File: src/rtl/sram_seq_pkg.sv
package sram_seq_pkg;

  typedef enum logic [1:0] {
    ST_IDLE   = 2'd0,
    ST_SETUP  = 2'd1,
    ST_ACCESS = 2'd2,
    ST_GAP    = 2'd3
  } seq_state_t;

  // Whole clock cycles needed to cover a nanosecond figure (rounded up).
  function automatic int unsigned cycles_of(input int unsigned ns, input int unsigned clk_ns);
    return (ns + clk_ns - 1) / clk_ns;
  endfunction

  function automatic int unsigned max_of(input int unsigned a, input int unsigned b);
    return (a > b) ? a : b;
  endfunction

  // True in the trailing drv cycles of a len-cycle phase.
  function automatic logic in_drive_window(input int unsigned cnt, input int unsigned len,
                                           input int unsigned drv);
    return (cnt + drv) >= len;
  endfunction

endpackage

File: src/rtl/sram_seq_timer.sv
module sram_seq_timer #(
  parameter int CW = 3
) (
  input  logic          clk,
  input  logic          rst_n,
  input  logic          run,
  input  logic [CW-1:0] limit,
  output logic [CW-1:0] cnt,
  output logic          last
);

  assign last = run && (cnt == limit);

  always_ff @(posedge clk) begin
    if (!rst_n || !run) cnt <= '0;
    else if (!last)     cnt <= cnt + 1'b1;
  end

endmodule

File: src/rtl/sram_seq_lanes.sv
module sram_seq_lanes #(
  parameter int LANES  = 2,
  parameter int LANE_W = 8,
  localparam int DW    = LANES * LANE_W
) (
  input  logic             clk,
  input  logic             rst_n,
  input  logic             sample,
  input  logic [LANES-1:0] lane_en,
  input  logic [DW-1:0]    din,
  output logic [DW-1:0]    dout
);

  logic [LANE_W-1:0] cap [LANES];

  for (genvar g = 0; g < LANES; g++) begin : g_lane
    always_ff @(posedge clk) begin
      if (!rst_n)      cap[g] <= '0;
      else if (sample) cap[g] <= lane_en[g] ? din[g*LANE_W +: LANE_W] : '0;
    end
    assign dout[g*LANE_W +: LANE_W] = cap[g];
  end

endmodule

File: src/rtl/sram_seq_ctrl.sv
module sram_seq_ctrl #(
  parameter int ADDR_W  = 18,
  parameter int LANES   = 2,
  parameter int LANE_W  = 8,
  parameter int CLK_NS  = 10,
  parameter int T_RC_NS = 55,
  parameter int T_WC_NS = 55,
  parameter int T_WP_NS = 45,
  parameter int T_DW_NS = 25,
  localparam int DW     = LANES * LANE_W
) (
  input  logic              clk,
  input  logic              rst_n,
  input  logic              req_valid,
  output logic              req_ready,
  input  logic              req_write,
  input  logic [ADDR_W-1:0] req_addr,
  input  logic [DW-1:0]     req_wdata,
  input  logic [LANES-1:0]  req_mask,
  output logic              rsp_valid,
  output logic [DW-1:0]     rsp_rdata,
  output logic [ADDR_W-1:0] mem_addr,
  output logic              mem_ce_n,
  output logic              mem_oe_n,
  output logic              mem_we_n,
  output logic [LANES-1:0]  mem_lane_n,
  output logic [DW-1:0]     mem_dq_out,
  input  logic [DW-1:0]     mem_dq_in,
  output logic              mem_dq_oe
);
  import sram_seq_pkg::*;

  localparam int unsigned RD_CYC  = cycles_of(T_RC_NS, CLK_NS);
  localparam int unsigned WR_CYC  = max_of(cycles_of(T_WC_NS, CLK_NS), cycles_of(T_WP_NS, CLK_NS));
  localparam int unsigned DRV_CYC = cycles_of(T_DW_NS, CLK_NS);
  localparam int unsigned MAX_CYC = max_of(RD_CYC, WR_CYC);
  localparam int CW = $clog2(MAX_CYC + 1);

  seq_state_t          state;
  logic [ADDR_W-1:0]   lat_addr;
  logic [DW-1:0]       lat_wdata;
  logic [LANES-1:0]    lat_mask;
  logic                lat_wr;
  logic [CW-1:0]       cnt;
  logic [CW-1:0]       limit;

  // Named events for the assertions.
  logic accept, acc_null, acc_real, active, phase_last, sample_rd, ctl_off;

  assign req_ready  = (state == ST_IDLE);
  assign accept     = req_valid && req_ready;
  assign acc_null   = accept && (req_mask == '0);
  assign acc_real   = accept && (req_mask != '0);
  assign active     = (state == ST_ACCESS);
  assign limit      = lat_wr ? CW'(WR_CYC - 1) : CW'(RD_CYC - 1);
  assign sample_rd  = (active && phase_last && !lat_wr) || (acc_null && !req_write);

  sram_seq_timer #(.CW(CW)) u_timer (
    .clk(clk), .rst_n(rst_n), .run(active), .limit(limit), .cnt(cnt), .last(phase_last)
  );

  sram_seq_lanes #(.LANES(LANES), .LANE_W(LANE_W)) u_lanes (
    .clk(clk), .rst_n(rst_n), .sample(sample_rd),
    .lane_en(req_ready ? req_mask : lat_mask),
    .din(mem_dq_in), .dout(rsp_rdata)
  );

  always_ff @(posedge clk) begin
    if (!rst_n) begin
      state     <= ST_IDLE;
      lat_addr  <= '0;
      lat_wdata <= '0;
      lat_mask  <= '0;
      lat_wr    <= 1'b0;
      rsp_valid <= 1'b0;
    end else begin
      rsp_valid <= sample_rd;
      unique case (state)
        ST_IDLE: if (acc_real) begin
          lat_addr  <= req_addr;
          lat_wdata <= req_wdata;
          lat_mask  <= req_mask;
          lat_wr    <= req_write;
          state     <= ST_SETUP;
        end
        ST_SETUP:  state <= ST_ACCESS;
        ST_ACCESS: if (phase_last) state <= ST_GAP;
        ST_GAP:    state <= ST_IDLE;
        default:   state <= ST_IDLE;
      endcase
    end
  end

  assign mem_addr   = lat_addr;
  assign mem_dq_out = lat_wdata;
  assign mem_ce_n   = !active;
  assign mem_oe_n   = !active;
  assign mem_we_n   = !(active && lat_wr);
  assign mem_lane_n = active ? ~lat_mask : '1;
  assign mem_dq_oe  = active && lat_wr && in_drive_window(int'(cnt), WR_CYC, DRV_CYC);
  assign ctl_off    = mem_ce_n && mem_we_n && (&mem_lane_n);

  // the address moves only with every strobe inactive on both sides of the edge
  a_r2_addr_quiet: assert property (@(posedge clk) disable iff (!rst_n)
    !$stable(mem_addr) |-> (ctl_off && $past(ctl_off)));

  // drive only under a low write enable, and the pulse ends with data on the bus
  a_r5_drive_in_we: assert property (@(posedge clk) disable iff (!rst_n)
    mem_dq_oe |-> (!mem_we_n && !mem_ce_n));
  a_r5_data_at_we_rise: assert property (@(posedge clk) disable iff (!rst_n)
    $rose(mem_we_n) |-> $past(mem_dq_oe));

  // a fresh selection is preceded by an all-idle cycle
  a_r6_idle_gap: assert property (@(posedge clk) disable iff (!rst_n)
    $fell(mem_ce_n) |-> $past(ctl_off && mem_oe_n));

  // a null request leaves the pins idle and the handshake open
  a_r7_null_quiet: assert property (@(posedge clk) disable iff (!rst_n)
    acc_null |=> (mem_ce_n && req_ready));

  // busy after a real acceptance
  a_r8_busy: assert property (@(posedge clk) disable iff (!rst_n)
    acc_real |=> !req_ready);

  // response strobe lasts one cycle
  a_r9_pulse: assert property (@(posedge clk) disable iff (!rst_n)
    rsp_valid |=> !rsp_valid);

  // a selected chip always has at least one lane open
  a_r10_lane_open: assert property (@(posedge clk) disable iff (!rst_n)
    !mem_ce_n |-> (mem_lane_n != '1));

endmodule

File: config.mk
export PLATFORM = sky130hd
export DESIGN_NAME = sram_seq_ctrl
export DESIGN_NICKNAME = d
export VERILOG_FILES = /design/src/rtl/sram_seq_pkg.sv /design/src/rtl/sram_seq_timer.sv /design/src/rtl/sram_seq_lanes.sv /design/src/rtl/sram_seq_ctrl.sv
export SDC_FILE = /design/constraint.sdc
export NUM_CORES = 1
export LEC_CHECK = 0
export BUFFER_PORTS_ARGS = -buffer_cell sky130_fd_sc_hd__buf_2
export CAP_MARGIN = 25
export CORE_MARGIN = 2
export CORE_UTILIZATION = 30
export DETAILED_ROUTE_END_ITERATION = 7
export PLACE_DENSITY = 0.57
export SYNTH_ARGS = -nofsm -noshare
export SYNTH_HDL_FRONTEND = slang
export SYNTH_HIERARCHICAL = 1
export SYNTH_SLANG_ARGS = --single-unit
export TNS_END_PERCENT = 100
File: constraint.sdc
create_clock -name clk -period 3.8 [get_ports clk]
set_clock_uncertainty 0.1 [all_clocks]
set_input_delay 0.19 -clock clk [delete_from_list [all_inputs] [get_ports clk]]
set_output_delay 0.19 -clock clk [all_outputs]
set_load 0.02 [all_outputs]
Word level (Yosys, flattened, before mapping). Memories as Yosys holds them, arrays and structs flattened. Cells that the tools add are included.

Bits in registers: 43. RAM bits: 16. Input bits: 56. Output and inout bits: 58. Word-level logic and storage cells: 54. Memories: 1.

$add $sub $neg: 2. Magnitude comparators: 1. Eq/ne operators: 6. Multiplexer cells: 13. Bitwise operators: 3. Reductions and logical operators: 21.

Memories: u_lanes.cap (depth 2, bits a word 8, rd ports 2, clocked after memory_dff 0, wr ports 2, line sram_seq_lanes.sv:14) `logic [LANE_W-1:0] cap [LANES];`.

Operators by type and width (number): two-way mux 8 bit (4); logical AND 1 bit (9); two-way mux 2 bit (4); one-hot mux 2 bit (4 select lines) (1); logical NOT 1 bit (5); adder 3 x 2 -> 4 bit, second input constant (1); == test 2 bit, second input constant (2); >= comparator 4 x 3 -> 1 bit, second input constant (1); logical NOT 2 bit (2); two-way mux 1 bit (4); inequality test 2 x 1 -> 1 bit, second input constant (2); AND reduction 2 bit (2); adder 3 x 1 -> 3 bit, second input constant (1); == test 3 bit, second input constant (1); == test 2 x 1 -> 1 bit, second input constant (1); logical OR 1 bit (2); NOT 2 bit (1); OR 1 bit (2); nonzero test 2 bit (1).

Longest topological paths before layout. Gate-level depths: netlist of the first run.

Depth in word-level cells: 9. Gate-level depth with buffers: 8. Depth with buffers taken out: 6.

Cells and area by module. The synthesis of the first run kept the hierarchy.

By module, submodules not included: sram_seq_ctrl (instances 1, cells each 198, area an instance 1692.9 um^2, seq. area each 800.8 um^2); sram_seq_lanes (instances 1, cells each 35, area an instance 654.4 um^2, seq. area each 480.5 um^2); sram_seq_timer (instances 1, cells each 22, area an instance 197.7 um^2, seq. area each 60.1 um^2).

Worst setup path after synthesis of the first run. Ideal clock, no wire load.

Path kind: reg-to-reg. From: reg u_timer.cnt[1]. To: mem u_lanes.cap[0][0] (enable). Library setup time: 0.371 ns. Arrival time: 1.665 ns. Required time: 3.329 ns. Slack: 1.664 ns. Cell stages (with the launch flop): 7. Buffers on the path: 0. Period minus slack after synthesis: 2.136 ns. Cell sequence: dfxtp_1 > xor2_1 > nor3_1 > and2_1 > nand2_1 > o22ai_2 > or2b_1.

RTL lines: from (decl) (line sram_seq_timer.sv:8) `output logic [CW-1:0] cnt,`; from (signal assigned) (line sram_seq_timer.sv:16) `else if (!last) cnt <= cnt + 1'b1;`; to (decl) (line sram_seq_lanes.sv:14).

==> results.yml, run 1 <==
pwr:
  power.leakage_nw: 1.66
  p_int_mw: 1.19
  clkPwrFrac: 0.255
  power_frac_comb: 0.324
  seqPwrFrac: 0.420
  power_density_mw_per_mm2: 503
  swShare: 0.358
  vdd_drop_max_uv: 192
  net-switching-power_mw: 0.662
critical_path:
  crit_path_cell_trace: "xor2_1 -> nor3_1 -> and2_1 -> nand2_1 -> o22ai_2 -> buf_4 -> or2b_1"
  cpMaxStageDelayCell: "or2b_1"
  path_buf_inv: 1
  cp_max_fo: 18
  rr_startpoint: "u_timer/cnt[2]"
  arrival_ns: 2.30
  cp.required_ns: 3.67
  r2r_cells: 7
  start_kind: "register"
  end_kind: "register"
  r2r_end: "u_lanes/cap[1][4]"
  slowest_delay_ns: 0.50
  crit_family: "simple AND/OR/NAND/NOR gates"
  crit_type: "register to register"
  r2r_slack_ns: 1.37
clocking:
  clk_path_buf_depth: 2
  post_cts_resized: 0
  cts.clk_slew.worst_paths_ns: 0.07
  cts_tree: "built"
  cts_buffers: 9
  htree_levels: 3
  cts_root_buf: "clkbuf_8"
  clk_latency_ns: 0.33
  clock_sinks: 59
logic_synthesis:
  postSynthAreaPerCell_sq_um: 9.98
  synth-seq-cells: 59
  synth_compound_area_frac: 0.146
  synth_warnings: 6
  synth_xor_area_frac: 0.0138
  syn_area_sq_mm: 0.00254
  yosysSeqAreaShare: 0.527
  yosys.area.top_type: "dfxtp_1"
  synth_top_family_by_area: "simple AND/OR/NAND/NOR gates"
  synth_cells: 255
  synthMuxAreaShare: 0.0167
  synthAdderAreaFrac: 0.0246
  synthTopCellsByArea: "dfxtp_1, edfxtp_1, nand2_1, a21boi_1, and4_1"
  netlist.area_leader.share: 0.338
  synth_cell_types: 35
  yosys.area_share.simple: 0.217
hold_path:
  hold_start: "req_wdata[9]"
  min_path_cells: 3
  whs_endpoint: "mem_dq_out[9]"
  hp-class: "primary input to register"
sta:
  finalCriticalPeriod_ns: 2.43
  drv_slew: 0
  rsz0062_at_grt: "no"
  tns_ns: 0
  setup_viol: 0
  worstMarginPinSlew_ns: 0.974
  hold_violations: 0
  max_freq_mhz: 411
  timing.final.crit_share: 0.641
  whs_ns: 0.0164
  slew_headroom: 0.348
detailed_routing:
  drt_pass1_iterations: 4
  num_vias: 2251
  route.detailed.drc: 0
  via_per_inst: 4.40
  wl_per_cell_um: 12.1
  drt_iter0_drc: 85
  wirelength_mm: 6.21
  final_antenna_net_count: 0
grt:
  grt_pass1_vias: 2072
  grt_first_pass_wirelength_mm: 9.59
  grt_overflow: 0
  grtUsageTotal: 0.137
  grt_max_degree: 36
  antenna_found_initial: 0
placement:
  port-buffer-count: 113
  gp_congestion: 0.807
  dp_hpwl_mm: 4.10
cells_and_area:
  fillCellCount: 811
  layout_commonest_cell: "buf_2"
  layout_common_cells: "buf_2, nand2_1, dfxtp_1, dlygate4sd3_1, a21boi_1"
  finalNetCount: 463
  register_area_sq_mm: 0.00134
  layout-drive-gt1-share: 0.349
  diodes: 0
  multi_input_area_sq_mm: 0.00108
  area_growth_pct: 44.3
die:
  rows: 33
  die_w_um: 96.1
  die-height_um: 96.1
  start_util: 0.310
  ios: 114
  coreArea_sq_mm: 0.00822
  die_area_sq_mm: 0.00924
status:
  status: "completed"
flow_run:
  cap_viol_max_count: 0
[kinds of logic after synthesis]
| group | Yosys count |
|---|---|
| AO/OA/AOI/OAI | 48 |
| XOR/XNOR | 4 |
| adder cells (fa/ha/maj) | 5 |
| buffers and inverters | 21 |
| flip-flops | 59 |
| multiplexers | 4 |
| other | 2 |
| AND/OR/NAND/NOR | 112 |
[stage by stage]
step	power [mW]	instances	instance area, sq um	setup slack, ns	util
after floorplan	1.21	257	2550	1.66	-
after global placement	1.34	462	3160	1.41	0.384
after detailed placement	1.37	463	3180	1.37	0.387
after CTS	1.88	512	3670	1.34	0.447
after global routing	1.98	512	3670	1.13	0.447
final	1.85	512	3670	1.37	0.447
[layer usage]
layer	up-vias	track usage	share of wire
met5	-	0	0
met2	84	0.222	0.45
met3	11	0.0478	0.088
met4	0	0.0655	0.017
li1	1169	-	-
met1	987	0.161	0.44
[tightest hold or removal path: stages]
cell and delay, ns:
buf_2 0.10, nand2_1 0.05, a21boi_1 0.05
[registers in the layout, summed over array words and instances, names as in the netlist]
register,flops
mem_addr,18
rsp_valid,1
u_lanes/cap,16
mem_dq_out,16
state,2
lat_mask,2
u_timer/cnt,3
lat_wr,1
[power by group through the flow]
| stage | combinational [mW] | clock, mW | sequential, mW |
|---|---|---|---|
| 3_5_place_dp | 0.579 | 0 | 0.791 |
| 4_1_cts | 0.605 | 0.493 | 0.778 |
| 5_1_grt | 0.663 | 0.526 | 0.788 |
| 6_report | 0.599 | 0.472 | 0.777 |
| 3_3_place_gp | 0.554 | 0 | 0.787 |
| 2_1_floorplan | 0.332 | 0 | 0.875 |
[layout make-up]
type	count	area share
tap	105	0.0358
inverter	6	0.00613
clock inverter	7	0.00954
sequential	59	0.365
timing repair buffer	149	0.256
clock buffer	9	0.0337
multi-input combinational	177	0.294
[worst max-delay path by stage]
stage,start,end,cells past startpoint
final,u_timer/cnt[2],u_lanes/cap[1][4],7
after global routing,u_timer/cnt[2],u_lanes/cap[0][6],7
after CTS,u_timer/cnt[2],u_lanes/cap[1][3],7
after detailed placement,u_timer/cnt[2],u_lanes/cap[0][2],7
after global placement,u_timer/cnt[2],u_lanes/cap[0][5],7
after floorplan,u_timer/cnt[1],u_lanes/cap[0][0],6
[synth_stat cells]
master and count:
a21boi_0 7, a21boi_1 30, a21oi_1 1, a2bb2oi_1 1
and2_1 2, and4_1 10, and4_2 6, and4b_1 1
and4b_2 1, buf_2 3, buf_4 3, buf_6 5
clkbuf_1 4, conb_1 2, dfxtp_1 43, edfxtp_1 16
ha_1 5, inv_1 6, mux2_2 2, mux2i_1 2
nand2_1 80, nand3_1 5, nand4_1 1, nand4b_1 1
nor3_1 2, o211a_1 1, o211ai_4 1, o21ai_0 5
o221a_2 1, o22ai_2 1, or2b_1 1, or3_1 1
or4_1 1, xnor2_1 1, xor2_1 3
[what timing repair did]
item / in CTS / in global routing
hold endpoints to repair: 33 / 0
buffers inserted: 0 / 0
hold buffers: 33 / 0
No activity file was read; power rests on OpenSTA's default activity.
==> run 2: changes to the inputs <==
clock period = 2.49 ns   (was 3.8 ns; I/O delays follow)
==> results.yml, run 2 (synthesized netlist as in run 1, its figures left out) <==
status:
  status: "completed"
detailed_routing:
  drt_iter0_drc: 44
  num_vias: 2280
  drt_pass1_iterations: 6
  route.detailed.drc: 0
  wirelength_mm: 6.28
  via_per_inst: 4.42
  wl_per_cell_um: 12.2
  final_antenna_net_count: 0
placement:
  port-buffer-count: 113
  placed_cell_area_sq_mm: 0.00318
  gp_congestion: 0.792
  dp_hpwl_mm: 4.14
  place_ws_ns: 0.463
clocking:
  htree_levels: 3
  cts.clk_slew.worst_paths_ns: 0.07
  cts_tree: "built"
  cts_root_buf: "clkbuf_8"
  clock_sinks: 59
  clk_path_buf_depth: 2
  clk_latency_ns: 0.32
  post_cts_buffers: 0
  cts_buffers: 9
  post_cts_resized: 0
sta:
  slew_headroom: 0.334
  worstMarginPinSlew_ns: 0.994
  worst_slack_ns: 0.447
  drv_slew: 0
  setup_viol: 0
  rsz0062_at_grt: "no"
  timing.final.crit_share: 0.820
  max_freq_mhz: 490
  hold_violations: 0
  finalCriticalPeriod_ns: 2.04
  whs_ns: 0.0605
  tns_ns: 0
die:
  die-height_um: 96.1
  coreArea_sq_mm: 0.00822
  die_w_um: 96.1
  ios: 114
  rows: 33
  die_area_sq_mm: 0.00924
  start_util: 0.310
critical_path:
  end_kind: "register"
  arrival_ns: 1.96
  crit_family: "simple AND/OR/NAND/NOR gates"
  crit_path_cell_trace: "xor2_1 -> nor3_1 -> and2_1 -> nand2_1 -> o22ai_2 -> or2b_1 -> buf_4"
  slowest_delay_ns: 0.42
  path_buf_inv: 1
  start_kind: "register"
  cp.required_ns: 2.40
  cp_max_fo: 16
  crit_type: "register to register"
  cpMaxStageDelayCell: "dfxtp_1"
grt:
  grtUsageTotal: 0.137
  grt_overflow: 0
  antenna_found_initial: 0
  grt_first_pass_wirelength_mm: 9.82
  grt_pass1_vias: 2167
  grt_max_degree: 39
cells_and_area:
  final_cell_area_sq_mm: 0.00371
  fillCellCount: 819
  diodes: 0
  largest_reg_flops: 18
  multi_input_area_sq_mm: 0.00108
  layout_common_cells: "buf_2, nand2_1, dfxtp_1, dlygate4sd3_1, a21boi_1"
  layout-drive-gt1-share: 0.343
  finalNetCount: 467
  register_area_sq_mm: 0.00134
  area_growth_pct: 45.6
  layout_commonest_cell: "buf_2"
pwr:
  power_density_mw_per_mm2: 782
  power.leakage_nw: 1.67
  vdd_drop_max_uv: 323
hold_path:
  hp-class: "primary input to register"
flow_run:
  cap_viol_max_count: 0
[run 2: changes by cell type in the layout (fill, tap and decap cells not counted), moves of 2 or more]
cell           delta
clkinv_2          -3
dlygate4sd3_1     +2
buf_4             +3
clkbuf_1          +4
[run 2: area by class of cell]
cell class	instances	area share
multi-input combinational	177	0.291
tap	105	0.0354
sequential	59	0.362
clock inverter	3	0.0105
clock buffer	13	0.0375
timing repair buffer	153	0.257
inverter	6	0.00608
[run 2: worst paths after layout]
check | cells past startpoint | endpoint | startpoint | slack [ns]
worst min-delay path | 2 | u_lanes/cap[0][7] | mem_dq_in[7] | 0.06
worst max register to register | 7 | u_lanes/cap[0][6] | u_timer/cnt[2] | 0.45
worst min register to register | 2 | mem_dq_out[10] | mem_dq_out[10] | 0.35
worst max-delay path | 7 | u_lanes/cap[0][6] | u_timer/cnt[2] | 0.45
[run 2: through the flow]
step / util / std cells / power [mW]
after global routing: 0.451 / 516 / 3.09
final: 0.451 / 516 / 2.90
after floorplan: - / 257 / 1.84
after detailed placement: 0.387 / 465 / 2.08
after CTS: 0.451 / 516 / 2.94
after global placement: 0.387 / 465 / 2.06
[run 2: where the power goes]
| group | leakage, nW | switching (mW) | total (mW) | internal, mW |
|---|---|---|---|---|
| combinational | 1.07 | 0.572 | 0.905 | 0.333 |
| sequential | 0.518 | 0.0660 | 1.19 | 1.12 |
| clock | 0.0890 | 0.349 | 0.808 | 0.459 |
| total | 1.67 | 0.987 | 2.90 | 1.91 |
[run 2: per-layer routing]
metal	up-vias	track usage	share of wire
li1	1174	-	-
met5	-	0	0
met2	85	0.231	0.47
met1	1014	0.157	0.43
met4	0	0.0643	0.011
met3	7	0.0454	0.087
[run 2: what timing repair did]
item,CTS,global route
hold endpoints to repair,35,0
hold buffers,35,0
endpoints found under the setup margin,0,0
